File: src/rtl/ttc_pack_pkg.sv
package ttc_pack_pkg;
  localparam int LANE_W = 8;
  localparam int HDR_W  = 4;
  localparam int SC_W   = 4;
  localparam int FEC_W  = 32;

  localparam logic [1:0] WC_TWO   = 2'd0;
  localparam logic [1:0] WC_FOUR  = 2'd1;
  localparam logic [1:0] WC_EIGHT = 2'd2;

  typedef struct packed {
    logic       trig;
    logic       bcr;
    logic       ecr;
    logic [3:0] sys;
    logic [7:0] usr;
    logic       ch_a;
    logic       ch_b;
  } bcast_t;
endpackage

File: src/rtl/ttc_capture.sv
module ttc_capture
  import ttc_pack_pkg::*;
#(
  parameter int DATA_W = 80
) (
  input  logic              clk,
  input  logic              rst,
  input  logic              stb,
  input  bcast_t            bc_in,
  input  logic [1:0]        ic_in,
  input  logic [1:0]        ec_in,
  input  logic [DATA_W-1:0] data_in,
  output logic              cap_vld,
  output bcast_t            bc_q,
  output logic [1:0]        ic_q,
  output logic [1:0]        ec_q,
  output logic [DATA_W-1:0] data_q
);
  always_ff @(posedge clk) begin
    if (rst) begin
      cap_vld <= 1'b0;
      bc_q    <= '0;
      ic_q    <= '0;
      ec_q    <= '0;
      data_q  <= '0;
    end else begin
      cap_vld <= stb;
      if (stb) begin
        bc_q   <= bc_in;
        ic_q   <= ic_in;
        ec_q   <= ec_in;
        data_q <= data_in;
      end
    end
  end


  cap_follows_stb_chk: assert property (@(posedge clk) disable iff (rst)
    cap_vld |-> $past(stb));
endmodule

File: src/rtl/ttc_lane_fill.sv
module ttc_lane_fill
  import ttc_pack_pkg::*;
(
  input  logic              is_ttc,
  input  logic [1:0]        wcode,
  input  bcast_t            bc,
  input  logic [LANE_W-1:0] user_byte,
  output logic [LANE_W-1:0] lane
);
  always_comb begin
    lane = '0;
    if (!is_ttc) begin
      lane = user_byte;
    end else begin
      unique case (wcode)
        WC_TWO:   lane[1:0] = {bc.ch_a, bc.ch_b};
        WC_FOUR:  lane[3:0] = {bc.trig, bc.bcr, bc.ecr, bc.sys[3]};
        WC_EIGHT: lane      = {bc.trig, bc.bcr, bc.ecr, bc.sys, bc.usr[7]};
        default:  lane      = '0;
      endcase
    end
  end
endmodule

File: src/rtl/ttc_frame_reg.sv
module ttc_frame_reg
  import ttc_pack_pkg::*;
#(
  parameter int          DATA_W      = 80,
  parameter logic [3:0]  HDR_PATTERN = 4'b0101,
  localparam int         FRAME_W     = HDR_W + SC_W + DATA_W + FEC_W
) (
  input  logic               clk,
  input  logic               rst,
  input  logic               cap_vld,
  input  logic [1:0]         ic_q,
  input  logic [1:0]         ec_q,
  input  logic [DATA_W-1:0]  lanes,
  output logic [FRAME_W-1:0] frame_q,
  output logic               vld_q
);
  logic [FRAME_W-1:0] next_frame;

  always_comb begin
    next_frame = {HDR_PATTERN, ic_q, ec_q, lanes, {FEC_W{1'b0}}};
  end

  always_ff @(posedge clk) begin
    if (rst) begin
      frame_q <= '0;
      vld_q   <= 1'b0;
    end else begin
      vld_q <= cap_vld;
      if (cap_vld) frame_q <= next_frame;
    end
  end


  frame_hold_chk: assert property (@(posedge clk) disable iff (rst)
    (!$past(rst) && !$past(cap_vld)) |-> $stable(frame_q));
endmodule

File: src/rtl/ttc_frame_packer.sv
module ttc_frame_packer
  import ttc_pack_pkg::*;
#(
  parameter int         NUM_LANES   = 10,
  parameter logic [3:0] HDR_PATTERN = 4'b0101,
  localparam int        DATA_W      = NUM_LANES * LANE_W,
  localparam int        FRAME_W     = HDR_W + SC_W + DATA_W + FEC_W
) (
  input  logic                   clk,
  input  logic                   rst,
  input  logic                   bc_stb,
  input  logic                   trig_acc,
  input  logic                   bc_reset,
  input  logic                   ev_reset,
  input  logic [3:0]             sys_bits,
  input  logic [7:0]             usr_bits,
  input  logic                   chan_a,
  input  logic                   chan_b,
  input  logic [1:0]             ic_bits,
  input  logic [1:0]             ec_bits,
  input  logic [DATA_W-1:0]      user_data,
  input  logic [NUM_LANES-1:0]   lane_ttc,
  input  logic [2*NUM_LANES-1:0] lane_wcode,
  output logic [FRAME_W-1:0]     frame,
  output logic                   frame_vld
);
  bcast_t             bc_in, bc_q;
  logic               cap_vld;
  logic [1:0]         ic_q, ec_q;
  logic [DATA_W-1:0]  data_q;
  logic [DATA_W-1:0]  lanes;

  always_comb begin
    bc_in.trig = trig_acc;
    bc_in.bcr  = bc_reset;
    bc_in.ecr  = ev_reset;
    bc_in.sys  = sys_bits;
    bc_in.usr  = usr_bits;
    bc_in.ch_a = chan_a;
    bc_in.ch_b = chan_b;
  end

  ttc_capture #(.DATA_W(DATA_W)) u_capture (
    .clk(clk), .rst(rst), .stb(bc_stb), .bc_in(bc_in),
    .ic_in(ic_bits), .ec_in(ec_bits), .data_in(user_data),
    .cap_vld(cap_vld), .bc_q(bc_q), .ic_q(ic_q), .ec_q(ec_q), .data_q(data_q)
  );

  for (genvar s = 0; s < NUM_LANES; s++) begin : g_lane
    ttc_lane_fill u_fill (
      .is_ttc(lane_ttc[s]),
      .wcode(lane_wcode[2*s +: 2]),
      .bc(bc_q),
      .user_byte(data_q[LANE_W*s +: LANE_W]),
      .lane(lanes[LANE_W*s +: LANE_W])
    );
  end

  ttc_frame_reg #(.DATA_W(DATA_W), .HDR_PATTERN(HDR_PATTERN)) u_frame (
    .clk(clk), .rst(rst), .cap_vld(cap_vld), .ic_q(ic_q), .ec_q(ec_q),
    .lanes(lanes), .frame_q(frame), .vld_q(frame_vld)
  );


  vld_needs_stb_chk: assert property (@(posedge clk) disable iff (rst)
    frame_vld |-> $past(bc_stb, 2));

  stb_gives_vld_chk: assert property (@(posedge clk) disable iff (rst)
    ($past(bc_stb, 2) && !$past(rst) && !$past(rst, 2)) |-> frame_vld);

  fec_zero_chk: assert property (@(posedge clk) disable iff (rst)
    frame[FEC_W-1:0] == '0);

  hdr_const_chk: assert property (@(posedge clk) disable iff (rst)
    frame_vld |-> frame[FRAME_W-1 -: HDR_W] == HDR_PATTERN);
endmodule

File: config.mk
export PLATFORM = sky130hd
export DESIGN_NAME = ttc_frame_packer
export DESIGN_NICKNAME = d
export VERILOG_FILES = /design/src/rtl/ttc_pack_pkg.sv /design/src/rtl/ttc_capture.sv /design/src/rtl/ttc_lane_fill.sv /design/src/rtl/ttc_frame_reg.sv /design/src/rtl/ttc_frame_packer.sv
export SDC_FILE = /design/constraint.sdc
export NUM_CORES = 1
export LEC_CHECK = 0
export BUFFER_PORTS_ARGS = -buffer_cell sky130_fd_sc_hd__buf_2
export CAP_MARGIN = 0
export CORE_AREA = 10 10 137 139
export DETAILED_ROUTE_END_ITERATION = 7
export DIE_AREA = 0 0 147 149
export PLACE_DENSITY = 0.93
export SKIP_CTS_REPAIR_TIMING = 1
export SLEW_MARGIN = 40
export SYNTH_ARGS = -nofsm -noshare
export SYNTH_HDL_FRONTEND = slang
export SYNTH_SLANG_ARGS = --single-unit
File: constraint.sdc
create_clock -name clk -period 3.4 [get_ports clk]
set_clock_uncertainty 0.05 [all_clocks]
set_input_delay 0.51 -clock clk [delete_from_list [all_inputs] [get_ports clk]]
set_output_delay 0.51 -clock clk [all_outputs]
set_load 0.1 [all_outputs]
-- After elaboration in Yosys (flattened, before gate mapping)
Cells that the tools add are included.
W data, S select, Z words.
- logic and storage cells: 83
- input port bits: 134
- output and inout port bits: 121
- register bits after elaboration: 188
- muxes and demuxes: 40
- reductions and logical operators: 10
- equality and inequality tests: 20
- operators with widths (kind ; count):
    $mux W8 ; 10
    $pmux W2 S3 ; 10
    $mux W4 ; 10
    $pmux W2 S2 ; 10
    $eq A2 B1 Y1 const B ; 10
    $eq A2 B2 Y1 const B ; 10
    $logic_not A2 Y1 ; 10

-- Depth between registers and ports, before layout
Gate-level depths: netlist of the first run.
- word-level depth: 3
- depth in mapped cells: 6
- depth with buffers taken out: 5

-- Cells and area by module
A second synthesis of the first run with hierarchy kept.
- cells, all modules: 981
- area total of the unflattened synthesis: 9157.5 µm²
- by module, submodules not included (module ; instances ; sequential area each (µm²) ; area an instance (µm²) ; cells an instance):
    ttc_capture ; 1 ; 2042.0 ; 3683.5 ; 328
    ttc_frame_reg ; 1 ; 1721.7 ; 3334.4 ; 313
    ttc_lane_fill ; 10 ; 0.0 ; 214.0 ; 34

-- Least setup slack after synthesis of the first run
OpenSTA, ideal clock, no wires.
- path kind: register to output
- start: register u_frame.frame_q[116] (netlist name)
- end: output port frame[118]
- stages on the path, launching flop included: 2
- path buffers: 1
- arrival time: 1374 ps
- setup slack: 1466 ps
- cell sequence: dfxtp_1 buf_4
- RTL lines (what ; RTL line ; RTL):
    end: declaration ; ttc_frame_packer.sv:24 ; output logic [FRAME_W-1:0] frame,
No word-level cell between the ends.

-- Final worst setup path of the first run
- start: register u_capture.bc_q[13] (netlist name)
- end: register u_frame.frame_q[88]
- cells in the longest elaborated chain, start to end: 2
- RTL lines (what ; RTL line ; RTL):
    $pmux W2 S3 ; ttc_lane_fill.sv:15 ; unique case (wcode)
    $mux W8 ; ttc_lane_fill.sv:12 ; if (!is_ttc) begin
    end signal: assignment ; ttc_frame_reg.sv:29 ; if (cap_vld) frame_q <= next_frame;
    end: declaration ; ttc_frame_reg.sv:14 ; output logic [FRAME_W-1:0] frame_q,
No other way between the ends.
A chain may end at the register's enable or synchronous reset.

==> results of run 1 <==
## flip-flops by register name (all words and copies together) (netlist names)
name,flops
u_capture.cap_vld,1
u_capture.data_q,80
u_capture.bc_q,10
u_frame.frame_q,85
u_capture.ic_q,2
u_frame.vld_q,1
u_capture.ec_q,2
## cell type report
type,instances,share of cell area (%)
clock inverter,13,1.42
tap,220,2.69
clock buffer,19,4.24
antenna,1,0.0245
timing repair buffer,222,11.6
sequential,181,35.5
multi-input combinational,634,43.8
inverter,20,0.735
## worst max-delay path by stage
stage | start | endpoint | cells past startpoint
finish | u_capture.bc_q[13] | u_frame.frame_q[88] | 4
global route | u_capture.bc_q[13] | u_frame.frame_q[88] | 4
CTS | u_capture.bc_q[13] | u_frame.frame_q[88] | 4
detailed placement | bc_stb | u_capture.data_q[72] | 4
global placement | bc_stb | u_capture.data_q[2] | 4
floorplan | u_frame.frame_q[116] | frame[118] | 1
## layout by cell type (no fill, tap or decap), types with 3 or more instances in the layout
cell	n
a311oi_2	20
conb_1	34
clkbuf_16	17
buf_2	211
dfxtp_1	178
mux2i_1	98
a22o_1	20
buf_12	3
nor2_1	180
buf_4	7
ha_1	40
clkinvlp_4	3
inv_6	4
inv_1	20
a222oi_1	20
nand3_1	60
or3b_1	20
nand2b_1	80
a311oi_1	60
## routing by layer
metal	global-route usage [%]	vias up	share of wire (%)	routed length, µm
met3	6.77	42	9.9	2360
met2	34.7	320	48	11400
li1	-	3492	-	-
met1	25.5	3459	40	9560
met4	7.53	2	2.1	510
met5	0	-	0.054	13
## power breakdown
| group | leakage, nW | internal (W) | switching [W] |
|---|---|---|---|
| combinational | 2.73 | 0.000290 | 0.000935 |
| sequential | 1.49 | 0.00225 | 0.000117 |
| clock | 0.275 | 0.00109 | 0.000858 |
## cell families (layout without fill, tap and decap cells)
logic type	after synthesis	after routing
muxes	98	98
AOI/OAI and AO/OA	120	120
DFF	181	181
and+or+nand+nor	342	342
adders and majority gates	40	40
other	1	35
buffers and inverters	138	274
## per-stage QoR
| stage | power, W | cell area (µm²) |
|---|---|---|
| 6_report | 0.00554 | 10200 |
| 5_1_grt | 0.00575 | 10200 |
| 4_1_cts | 0.00557 | 10200 |
| 3_5_place_dp | 0.00363 | 9630 |
| 3_3_place_gp | 0.00360 | 9630 |
| 2_1_floorplan | 0.00341 | 8840 |
## critical path, stage by stage, from the launching register on
cell	delay (ns)
dfxtp_1	0.73
buf_4	0.34
a222oi_1	0.13
or3b_1	0.41
a311oi_2	0.24
==> impl_metrics.toml, run 1 <==
[outcome]
status = "finished clean"

[cts]
clk_latency_ns = 0.42
clock-root-buffer = "clkbuf_16"
htree_levels = 4
cts_sinks = 181
cts_made_buffers = 17
path_clk_slew_ns = 0.07
clock_path_buffers = 2
cts_tree = "yes"

[grt]
grt_max_degree = 85
grt_usage_pct = 21.1
grt_pass1_vias = 7280
gr-total-overflow = 0
antenna_found_initial = 2
grt_pass1_wl_um = 37900

[die]
ios = 255
start_util_pct = 53.9
die_h_um = 149
fp.dieArea_um2 = 21900
core_area_um2 = 16200
die_w_um = 147
num_rows = 47

[synth]
synthSimpleGateAreaFrac_pct = 19.1
synthTopCellsByCount = "dfxtp_1 (181), nor2_1 (180), mux2i_1 (98)"
synthXorXnorAreaFrac_pct = 0
synth.top_cell.area_share_pct = 41.6
synth_compound_area_share_pct = 13.8
synth.cell_area_um2 = 8710
yosys-top-cells-area = "dfxtp_1 (42%), mux2i_1 (11%), nor2_1 (7.8%), a311oi_1 (6.0%), ha_1 (5.7%)"
synth_top_flop_cell = "dfxtp_1"
synth_top_family_by_area = "simple AND/OR/NAND/NOR gates"
synthArstFlopShare_pct = 0
synth_warnings = 0
ys_ff_latch = 181
avgSynthCellArea_um2 = 9.47
post-synth-top-area-cell = "dfxtp_1"
synth.area.mux_share_pct = 11.3
ys_seq_area_share_pct = 41.6
post_synth_fa_ha_maj_area_fraction_pct = 5.74
post-synth-top-count-cell = "dfxtp_1"
ys_types = 20
netlist_instances = 920
synth_edf_count = 0

[critical_path]
r2r_slack_ns = 1.42
crit_arrival_ns = 2.27
crit_path_end_kind = "flop"
cp-start-kind = "flop"
worstReg2RegEnd = "u_frame.frame_q[88]"
rr_startpoint = "u_capture.bc_q[13]"
crit_type = "reg2reg"
reg2regPathDepth = 4
required_ns = 3.69
critical_path.max_fanout = 11

[timing]
holdWs_ns = 0.268
worst_slack_ns = 1.42
slew_viol_final = 0
rsz0062_at_grt = "false"
slew_headroom_pct = 45.8
hold_viol_final = 0
fmax_mhz = 504
min_period_ns = 1.98
period_share_pct = 58.3
tns_ns = 0
worst_pin_slew_ns = 0.812
setup_viol = 0

[placed_design]
dp_hpwl_um = 16600
port_buffers = 213
place_congestion = 0.790
dp_slack_ns = 1.34
placedCellCount = 1277

[worst_hold_path]
min_path_type = "in2reg"
hold_start = "user_data[58]"
hold_path_depth = 3
whs_endpoint = "u_capture.data_q[58]"

[power_and_ir_drop]
leakage_nw = 4.50
peakVddDrop_mv = 0.325
pwr_density_cell_nw_per_um2 = 543

[final_layout]
fin_util_pct = 63.2
post_route_cells_drive_above_1_share_pct = 25.3
stdcell_count = 1310
seqCellArea_um2 = 3630
fillers = 1282
area_growth_pct = 17.2
fin_nets = 1250
multi_input_area_um2 = 4470

[route]
dr.pass1.iters = 6
wl_um = 23900
wl_per_cell_um = 18.2
drt_iter0_markers = 609
antenna_left = 0
drc = 0
viasPerCell = 5.58
vias = 7315

[flow_run]
maxCapViolCount = 0
(Power assumes the default switching activity.)
==> run 2, diff against run 1 <==
--- a/config.mk
+++ b/config.mk
@@ -7,10 +7,10 @@
 export LEC_CHECK = 0
 export BUFFER_PORTS_ARGS = -buffer_cell sky130_fd_sc_hd__buf_2
 export CAP_MARGIN = 0
-export CORE_AREA = 10 10 137 139
+export CORE_AREA = 10 10 148 150
 export DETAILED_ROUTE_END_ITERATION = 7
-export DIE_AREA = 0 0 147 149
-export PLACE_DENSITY = 0.93
+export DIE_AREA = 0 0 158 160
+export PLACE_DENSITY = 0.85
 export SKIP_CTS_REPAIR_TIMING = 1
 export SLEW_MARGIN = 40
 export SYNTH_ARGS = -nofsm -noshare
==> constraint.sdc (replaced) <==
create_clock -name clk -period 1.8 [get_ports clk]
set_clock_uncertainty 0.05 [all_clocks]
set_input_delay 0.27 -clock clk [delete_from_list [all_inputs] [get_ports clk]]
set_output_delay 0.27 -clock clk [all_outputs]
set_load 0.1 [all_outputs]
==> impl_metrics.toml, run 2 (synthesized netlist as in run 1, its figures left out) <==
[timing]
tns_ns = 0
period_share_pct = 85.6
slew_viol_final = 0
fmax_mhz = 649
rsz0062_at_grt = "false"
worst_pin_slew_ns = 0.521
hold_viol_final = 0
setup_viol = 0
worst_slack_ns = 0.259
slew_headroom_pct = 65.5
min_period_ns = 1.54

[grt]
met2_usage_pct = 32.3
grtUsageMet1_pct = 22.5
grt_usage_pct = 19.2
grt_pass1_wl_um = 39100
antenna_found_initial = 5
gr-total-overflow = 0
grt_use_met3_pct = 6.31
grt_max_degree = 50
grt_pass1_vias = 7542
top_usage_layer = "met2"

[die]
start_util_pct = 45.7
fp.dieArea_um2 = 25300
die_w_um = 158
num_rows = 51
ios = 255
core_area_um2 = 19100
die_h_um = 160

[route]
wl_per_cell_um = 18.4
drt_iter0_markers = 465
vias = 7419
antenna_left = 0
wl_um = 25200
viasPerCell = 5.41
dr.pass1.iters = 5
drc = 0

[final_layout]
reg.largest.list = "u_frame.frame_q: 85 flops, u_capture.data_q: 80 flops, u_capture.bc_q: 10 flops"
final_common_cell = "buf_2"
fin_util_pct = 55.7
top_register = "u_frame.frame_q"
post_route_cells_drive_above_1_share_pct = 28.0
most-common-layout-cells = "buf_2 (211), nor2_1 (180), dfxtp_1 (180)"
fin_nets = 1292
largest_reg_flops = 85
fillers = 1658
area_growth_pct = 21.9

[flow_run]
maxCapViolCount = 0

[critical_path]
crit_path_end_kind = "output port"
critical_path.max_fanout = 2
crit_type = "reg2out"
crit_chain = "buf_2"
worst_path_largest_cell_delay_ns = 0.44
cp-start-kind = "flop"
critPathLaunch = "u_frame.frame_q[75]"
cp_top_family = "buffers and inverters"
rr_startpoint = "u_capture.bc_q[14]"
path_buf_inv = 1
crit_path_top_delay_cell = "buf_2"
crit_arrival_ns = 1.22
required_ns = 1.48

[cts]
clock_path_buffers = 2
clk_latency_ns = 0.42
clock-root-buffer = "clkbuf_16"
htree_levels = 4
cts_made_buffers = 17
cts_tree = "yes"
cts_sinks = 181
path_clk_slew_ns = 0.07

[worst_hold_path]
min_path_type = "in2reg"
hold_start = "sys_bits[2]"

[outcome]
status = "finished clean"

[power_and_ir_drop]
leakage_nw = 4.75
pwr_density_cell_nw_per_um2 = 991
peakVddDrop_mv = 0.601

[placed_design]
place_congestion = 0.782
port_buffers = 213
dp_hpwl_um = 18300
dp_slack_ns = 0.187
==> run 2: report_power, final <==
part	total [W]	leakage [nW]	switching (W)	internal (W)
Combinational	0.00250	2.98	0.00187	0.000625
Clock	0.00364	0.282	0.00162	0.00202
Sequential	0.00439	1.49	0.000140	0.00425
Total	0.0105	4.75	0.00364	0.00689
==> run 2: final cells by class <==
cell class | instances | area, µm² | area share [%]
Multi-Input combinational cell | 634 | 4470 | 42.1
Sequential cell | 181 | 3630 | 34.1
Timing Repair Buffer | 264 | 1570 | 14.8
Clock buffer | 20 | 467 | 4.39
Tap cell | 238 | 298 | 2.80
Clock inverter | 11 | 101 | 0.954
Inverter | 20 | 75.1 | 0.706
Antenna cell | 4 | 10.0 | 0.0942
==> run 2: worst paths after layout <==
path         slack [ns]                   to  depth (start not counted)
min                0.03   u_capture.bc_q[12]                          3
min reg2reg        0.43  u_frame.frame_q[60]                          2
max                0.26            frame[75]                          1
max reg2reg        0.30  u_frame.frame_q[33]                          4
==> run 2: layer usage <==
| metal | vias up | wire (µm) |
|---|---|---|
| met1 | 3517 | 10100 |
| li1 | 3570 | - |
| met2 | 287 | 12100 |
| met5 | - | 13 |
| met4 | 2 | 596 |
| met3 | 43 | 2360 |
==> run 2: per-stage QoR <==
| stage | std cells | power [W] | hold WS, ns | instance area, µm² |
|---|---|---|---|---|
| after floorplan | 953 | 0.00644 | 0.367 | 8840 |
| after global placement | 1337 | 0.00691 | 0.417 | 10000 |
| after detailed placement | 1337 | 0.00697 | 0.423 | 10000 |
| after CTS | 1368 | 0.0106 | 0.0151 | 10600 |
| after global routing | 1369 | 0.0109 | 0.0234 | 10600 |
| final | 1372 | 0.0105 | 0.0314 | 10600 |
